<file path="config.mk">
export PLATFORM = sky130hd
export DESIGN_NAME = pri_ladder_sequencer
export DESIGN_NICKNAME = d
export VERILOG_FILES = /design/src/rtl/pri_ladder_sequencer.sv
export SDC_FILE = /design/constraint.sdc
export NUM_CORES = 1
export LEC_CHECK = 0
export BUFFER_PORTS_ARGS = -buffer_cell sky130_fd_sc_hd__buf_2
export CORE_ASPECT_RATIO = 1.75
export CORE_MARGIN = 3
export CORE_UTILIZATION = 34
export CTS_CLUSTER_SIZE = 24
export DETAILED_ROUTE_END_ITERATION = 10
export HOLD_SLACK_MARGIN = 0.02
export PLACE_DENSITY = 0.63
export SLEW_MARGIN = 20
export SYNTH_ARGS = -nofsm -noshare
export SYNTH_HDL_FRONTEND = slang
export SYNTH_SLANG_ARGS = --single-unit
export TNS_END_PERCENT = 30
</file>
<file path="constraint.sdc">
create_clock -name clk -period 6.16 [get_ports clk]
set_input_delay 1.232 -clock clk [delete_from_list [all_inputs] [get_ports clk]]
set_output_delay 1.232 -clock clk [all_outputs]
set_load 0.02 [all_outputs]
</file>
<file path="src/rtl/pri_ladder_sequencer.sv">
module pri_ladder_sequencer #(
  parameter int CNT_W = 16,
  parameter int CHIRPS_PER_SF = 16,
  parameter int IDX_W = $clog2(CHIRPS_PER_SF)
) (
  input  logic             clk,
  input  logic             rst_n,
  input  logic [CNT_W-1:0] short_chirp_len,
  input  logic [CNT_W-1:0] med_chirp_len,
  input  logic [CNT_W-1:0] long_chirp_len,
  input  logic [CNT_W-1:0] short_listen_len,
  input  logic [CNT_W-1:0] med_listen_len,
  input  logic [CNT_W-1:0] long_listen_len,
  input  logic [2:0]       sf_enable,
  output logic             chirp_active,
  output logic             listen_active,
  output logic [1:0]       wave_sel,
  output logic [1:0]       subframe_id,
  output logic [IDX_W-1:0] chirp_idx,
  output logic             frame_start
);

  localparam logic [IDX_W-1:0] LAST_IDX = IDX_W'(CHIRPS_PER_SF - 1);

  typedef enum logic [1:0] {PH_IDLE, PH_CHIRP, PH_LISTEN} phase_t;

  phase_t           phase;
  logic [1:0]       sf;
  logic [IDX_W-1:0] idx;
  logic [CNT_W-1:0] cnt;
  logic [CNT_W-1:0] chirp_q  [3];
  logic [CNT_W-1:0] listen_q [3];
  logic [2:0]       mask_q;
  logic             fs_q;

  logic [CNT_W-1:0] cur_len;
  logic             seg_end, last_chirp, nxt_valid, frame_done, start;
  logic [1:0]       nxt_sf, first_sf;

  assign cur_len    = (phase == PH_CHIRP) ? chirp_q[sf] : listen_q[sf];
  assign seg_end    = ({1'b0, cnt} + 1'b1) >= {1'b0, cur_len};
  assign last_chirp = idx == LAST_IDX;
  assign first_sf   = sf_enable[0] ? 2'd0 : (sf_enable[1] ? 2'd1 : 2'd2);
  assign frame_done = phase == PH_LISTEN && seg_end && last_chirp && !nxt_valid;
  assign start      = (phase == PH_IDLE || frame_done) && |sf_enable;

  always_comb begin
    nxt_valid = 1'b0;
    nxt_sf    = sf;
    for (int s = 2; s >= 0; s--) begin
      if (2'(s) > sf && mask_q[s]) begin
        nxt_valid = 1'b1;
        nxt_sf    = 2'(s);
      end
    end
  end

  always_ff @(posedge clk) begin
    if (!rst_n) begin
      phase  <= PH_IDLE;
      sf     <= '0;
      idx    <= '0;
      cnt    <= '0;
      mask_q <= '0;
      fs_q   <= 1'b0;
      for (int i = 0; i < 3; i++) begin
        chirp_q[i]  <= '0;
        listen_q[i] <= '0;
      end
    end else begin
      fs_q <= start;
      if (start) begin
        chirp_q[0]  <= short_chirp_len;
        chirp_q[1]  <= med_chirp_len;
        chirp_q[2]  <= long_chirp_len;
        listen_q[0] <= short_listen_len;
        listen_q[1] <= med_listen_len;
        listen_q[2] <= long_listen_len;
        mask_q      <= sf_enable;
        sf          <= first_sf;
        idx         <= '0;
        cnt         <= '0;
        phase       <= PH_CHIRP;
      end else begin
        case (phase)
          PH_CHIRP: begin
            if (seg_end) begin
              phase <= PH_LISTEN;
              cnt   <= '0;
            end else cnt <= cnt + 1'b1;
          end
          PH_LISTEN: begin
            if (seg_end) begin
              cnt <= '0;
              if (!last_chirp) begin
                idx   <= idx + 1'b1;
                phase <= PH_CHIRP;
              end else if (nxt_valid) begin
                sf    <= nxt_sf;
                idx   <= '0;
                phase <= PH_CHIRP;
              end else begin
                sf    <= '0;
                idx   <= '0;
                phase <= PH_IDLE;
              end
            end else cnt <= cnt + 1'b1;
          end
          default: ;
        endcase
      end
    end
  end

  assign chirp_active  = phase == PH_CHIRP;
  assign listen_active = phase == PH_LISTEN;
  assign wave_sel      = sf;
  assign subframe_id   = sf;
  assign chirp_idx     = idx;
  assign frame_start   = fs_q;

  assert_no_reserved_sel_R2: assert property (@(posedge clk) disable iff (!rst_n)
    wave_sel != 2'b11);

  assert_strobes_exclusive_R3: assert property (@(posedge clk) disable iff (!rst_n)
    !(chirp_active && listen_active));

  assert_chirp_tag_stable_R4: assert property (@(posedge clk) disable iff (!rst_n)
    chirp_active |=> listen_active || (chirp_active && $stable(chirp_idx) && $stable(subframe_id)));

  assert_mask_honoured_R5: assert property (@(posedge clk) disable iff (!rst_n)
    chirp_active |-> mask_q[sf]);

  assert_fs_on_first_chirp_R6: assert property (@(posedge clk) disable iff (!rst_n)
    frame_start |-> chirp_active && chirp_idx == '0);

  assert_idle_when_off_R8: assert property (@(posedge clk) disable iff (!rst_n)
    (!chirp_active && !listen_active && sf_enable == 3'b000) |=> (!chirp_active && !listen_active));

  assert_min_len_R9: assert property (@(posedge clk) disable iff (!rst_n)
    (chirp_active && chirp_q[sf] <= 1) |=> !chirp_active);

endmodule

</file>
Word-level counts from Yosys, hierarchy flattened
Memories as Yosys holds them, arrays and structs flattened. A register that Yosys moved wholly into a read port is not among the register bits.
Index checks and enable logic that the tools add are counted.

word-level totals
  bits in registers = 28
  RAM bits = 96
  input port bits = 101
  output and inout port bits = 11
  memories = 2

operators by class
  $add $sub $neg = 3
  order comparisons = 4
  equal/unequal tests = 8
  mux-type cells = 36
  bitwise logic cells = 7
  reduce and logical (&&, ||, !) cells = 22

memories
  memory    words  width  read ports  clocked after Yosys merged registers in  write ports  line  RTL
  chirp_q   3      16     1           1                                        3            31    logic [CNT_W-1:0] chirp_q [3];
  listen_q  3      16     1           1                                        3            32    logic [CNT_W-1:0] listen_q [3];

operator list
  operator                 number
  $mux W16                 8
  $mux W2                  16
  $add A16 B1 Y17 const B  1
  $ge A17 B16 Y1           1
  $add A16 B1 Y16 const B  1
  $mux W1                  10
  $reduce_bool A2 Y1       4
  $logic_and A1 B1 Y1      7
  $ne A3 B1 Y1 const B     2
  $or A1 B1 Y1             6
  $reduce_and A3 Y1        2
  $ne A5 B1 Y1 const B     1
  $add A4 B1 Y4 const B    1
  $eq A4 B4 Y1 const B     1
  $gt A1 B2 Y1 const A     2
  $mux W4                  1
  $ne A2 B1 Y1 const B     2
  $pmux W2 S2              1
  $reduce_and A4 Y1        1
  $reduce_or A2 Y1         2
  $reduce_bool A3 Y1       1
  $reduce_or A3 Y1         1
  $eq A2 B1 Y1 const B     1
  $eq A2 B2 Y1 const B     1
  other kinds (6)          6

Depth between registers and ports, before layout
  depth in word-level cells = 13
  gate-level depth with buffers = 17

Least setup slack after synthesis
No wires, ideal clock.

  kind = reg-to-reg
  from = register phase[1]
  to = memory chirp_q[0][0] (enable)
  library setup time = 0.414 ns
  data arrival time = 4.161 ns
  required time = 5.746 ns
  slack = 1.584 ns
  cell stages (with the launch flop) = 15
  period minus slack after synthesis = 4.576 ns
  path through = dfxtp_1 > inv_1 > ha_1 > clkbuf_1 > clkbuf_1 > mux4_2 > o21ai_0 > ha_1 > nand4_1 > o31a_1 > o221ai_1 > a221o_2 > a41oi_4 > nand2_1 > buf_2

RTL lines
  what                      line  RTL
  start: declaration        27    phase_t phase;
  start signal: assignment  60    phase <= PH_IDLE;
  start signal: assignment  83    phase <= PH_CHIRP;
  start signal: assignment  88    phase <= PH_LISTEN;
  end: declaration          31

==> qor.csv <==
stage,metric,value,unit
outcome,status,finished clean,
clock_network,post-cts-setup-buffer-count,0,
routing,detail_route.first_pass.iterations,4,
yosys,synthesis.area,6170,um^2
layout,final_common_cell,buf_2,
sta,finalClockSkew,8.42,ps
sta,rsz0062_at_grt,no,
layout,antennaDiodeCount,0,
placement,place_ws,1210,ps
routing,drc,0,
yosys,ys_ff_latch,125,
clock_network,cts-buffers-inserted,17,
critical_path,ff2ff_path_depth,12,
grt,grt_pass1_vias,4340,
yosys,synthesis.instances,516,
worst_hold_path,min_path_cells,2,
worst_hold_path,min_from,mask_q[2],
grt,grt_pass1_wl,21.0,mm
sta,worstMarginPinSlew,1010,ps
critical_path,cp_data_required_time,6230,ps
yosys,synthesis.nets,638,
floorplanning,fp-row-count,64,
layout,drive_gt1_share,27.0,%
critical_path,critPathLaunchType,flop,
sta,finalHoldViolations,0,
layout,final_cells,864,
clock_network,clockRootBuffer,clkbuf_16,
flow_run,maxCapViolCount,0,
yosys,syn-mean-instance-area,12.0,um^2
sta,max-slew-margin-rel,32.5,%
clock_network,post_cts_resized,0,
floorplanning,start_util,35.0,%
grt,antenna_found_initial,0,
layout,nets,742,
worst_hold_path,hp-class,reg -> reg,
sta,setup_ws,1230,ps
floorplanning,core-area,17600,um^2
critical_path,worstPathArrival,5000,ps
placement,globalplace.congestion,0.830,
routing,num_vias,4225,
clock_network,clk_pin_slew,60,ps
sta,setup_viol,0,
routing,avgRoutedWirePerCell,15.6,um
floorplanning,die_w,108,um
pwr,ir_drop,0.208,mV
critical_path,rr_startpoint,phase[1],
critical_path,reg2reg_to,chirp_q[0][12],
clock_network,clkLatencyLatePin,410,ps
clock_network,cts_tree,done,
critical_path,crit_fanout,62,
yosys,synth.distinct_cells,45,
floorplanning,die_h,184,um
yosys,ys_seq_area_share,56.1,%
grt,overflow,0,
placement,place_inst,832,
sta,tns,0,ps
worst_hold_path,hold_end,mask_q[2],
sta,slew_viol_final,0,
critical_path,setup.worst_path.class,reg -> reg,
grt,track_usage,13.9,%
sta,period_needed,4930,ps
routing,drt-initial-drc-count,182,
pwr,power_density,449,nW/um^2
clock_network,clkSinkCount,125,
routing,totalWireLength,13.5,mm
clock_network,hold_buffers,0,
clock_network,htree_levels,4,
floorplanning,dieArea,19900,um^2
sta,fin_crit_sh,80.0,%
critical_path,ff2ff_setup_slack,1230,ps
grt,grt_max_degree,63,
pwr,p_leak,0.00308,uW
pwr,power,3360,uW
layout,final_cell_mix,"buf_2 (111), and2_1 (97), edfxtp_1 (96)",
layout,area_delta_synth_final,21.1,%
placement,port_buffers,111,
yosys,ys_warn_count,0,
critical_path,cp-end-kind,flop,
floorplanning,pin_count,112,
routing,viasPerCell,4.89,
clock_network,cts_buffer_depth,2,
sta,max_freq,203,MHz
placement,hpwl,9.85,mm
routing,ant_nets,0,
per-layer routing:
layer | GRT usage (%) | wire length (um) | up-vias
li1 | - | - | 2067
met5 | 0 | 0 | -
met3 | 2.94 | 544 | 33
met4 | 8.70 | 612 | 0
met2 | 25.4 | 7410 | 114
met1 | 13.9 | 4890 | 2011
power breakdown:
group | internal (uW) | switching [uW] | total (uW) | leakage [uW]
logic | 427 | 585 | 1010 | 0.00151
clock network | 569 | 400 | 969 | 0.000273
registers | 1250 | 129 | 1380 | 0.00130
Yosys cell counts (all sizes together):
cell | count | share of area, %
a32o | 2 | 0.32
and2 | 97 | 9.8
a22oi | 4 | 0.49
a21oi | 21 | 1.7
or3 | 1 | 0.10
o21ai | 26 | 2.1
clkbuf | 16 | 1.1
nor3 | 4 | 0.32
inv | 12 | 0.73
edfxtp | 96 | 47
o21a | 1 | 0.12
xor2 | 11 | 1.6
nand3b | 2 | 0.24
ha | 21 | 4.3
a211o | 1 | 0.14
nand2b | 1 | 0.10
nand2 | 38 | 2.3
nand4 | 7 | 0.81
nor4 | 2 | 0.20
a221oi | 2 | 0.28
a31o | 2 | 0.28
mux2i | 17 | 2.8
nor2b | 1 | 0.10
a21o | 1 | 0.12
a221o | 1 | 0.18
and3 | 5 | 0.51
a41oi | 1 | 0.45
nand3 | 18 | 1.5
o31a | 1 | 0.14
xnor2 | 6 | 0.85
nor2 | 34 | 2.2
mux4 | 16 | 5.8
a311o | 1 | 0.16
o41ai | 1 | 0.26
nor3b | 2 | 0.24
dfxtp | 29 | 9.4
o221ai | 1 | 0.14
buf | 14 | 1.5
through the flow:
step | utilization, % | hold slack, ps | instance area [um^2]
final | 42.4 | 464 | 7480
after global routing | 42.4 | 486 | 7480
after CTS | 42.4 | 465 | 7480
after detailed placement | 39.2 | 455 | 6900
after global placement | 39.2 | 456 | 6900
after floorplan | - | 432 | 6170
kinds of logic (layout without fill, tap and decap cells):
family | Yosys count | after routing | share of synthesized area, %
and+or+nand+nor | 212 | 212 | 18.4
DFF | 125 | 125 | 56.1
AOI/OAI and AO/OA | 66 | 66 | 6.91
buffers and inverters | 42 | 159 | 3.30
muxes | 33 | 33 | 8.59
adders and majority gates | 21 | 21 | 4.26
xor gates and xnor gates | 17 | 17 | 2.41
worst max-delay path, cell delays in order, from the launching register on:
cell and delay [ps]:
dfxtp_1 320, inv_1 80, ha_2 860, mux4_2 410, o21ai_0 270, ha_1 180, nand4_1 120, o31a_1 260
o221ai_1 180, a221o_2 490, a41oi_4 250, nand2_4 630, buf_4 470
worst max path at each step:
stage	cells after the start	startpoint	to
after floorplan	14	phase[1]	chirp_q[0][0]
after CTS	13	phase[1]	listen_q[2][8]
final	12	phase[1]	chirp_q[0][12]
after global routing	14	phase[1]	listen_q[1][8]
after global placement	11	flop	listen_q[2][11]
after detailed placement	13	phase[1]	listen_q[2][8]
state kept, by name (all words and copies together) (netlist names), named ones only:
| signal | flops |
|---|---|
| chirp_idx | 4 |
| frame_start | 1 |
| cnt | 16 |
| phase | 2 |
| subframe_id | 2 |
| chirp_q | 48 |
| mask_q | 2 |
| listen_q | 48 |
final cells by class:
class,count,area [um^2]
Timing Repair Buffer,115,586
Fill cell,1721,10100
Multi-Input combinational cell,349,2520
Tap cell,231,289
Inverter,12,45.0
Clock buffer,17,425
Clock inverter,15,151
Sequential cell,125,3460
Note: power is estimated with default switching activity, not from simulation.
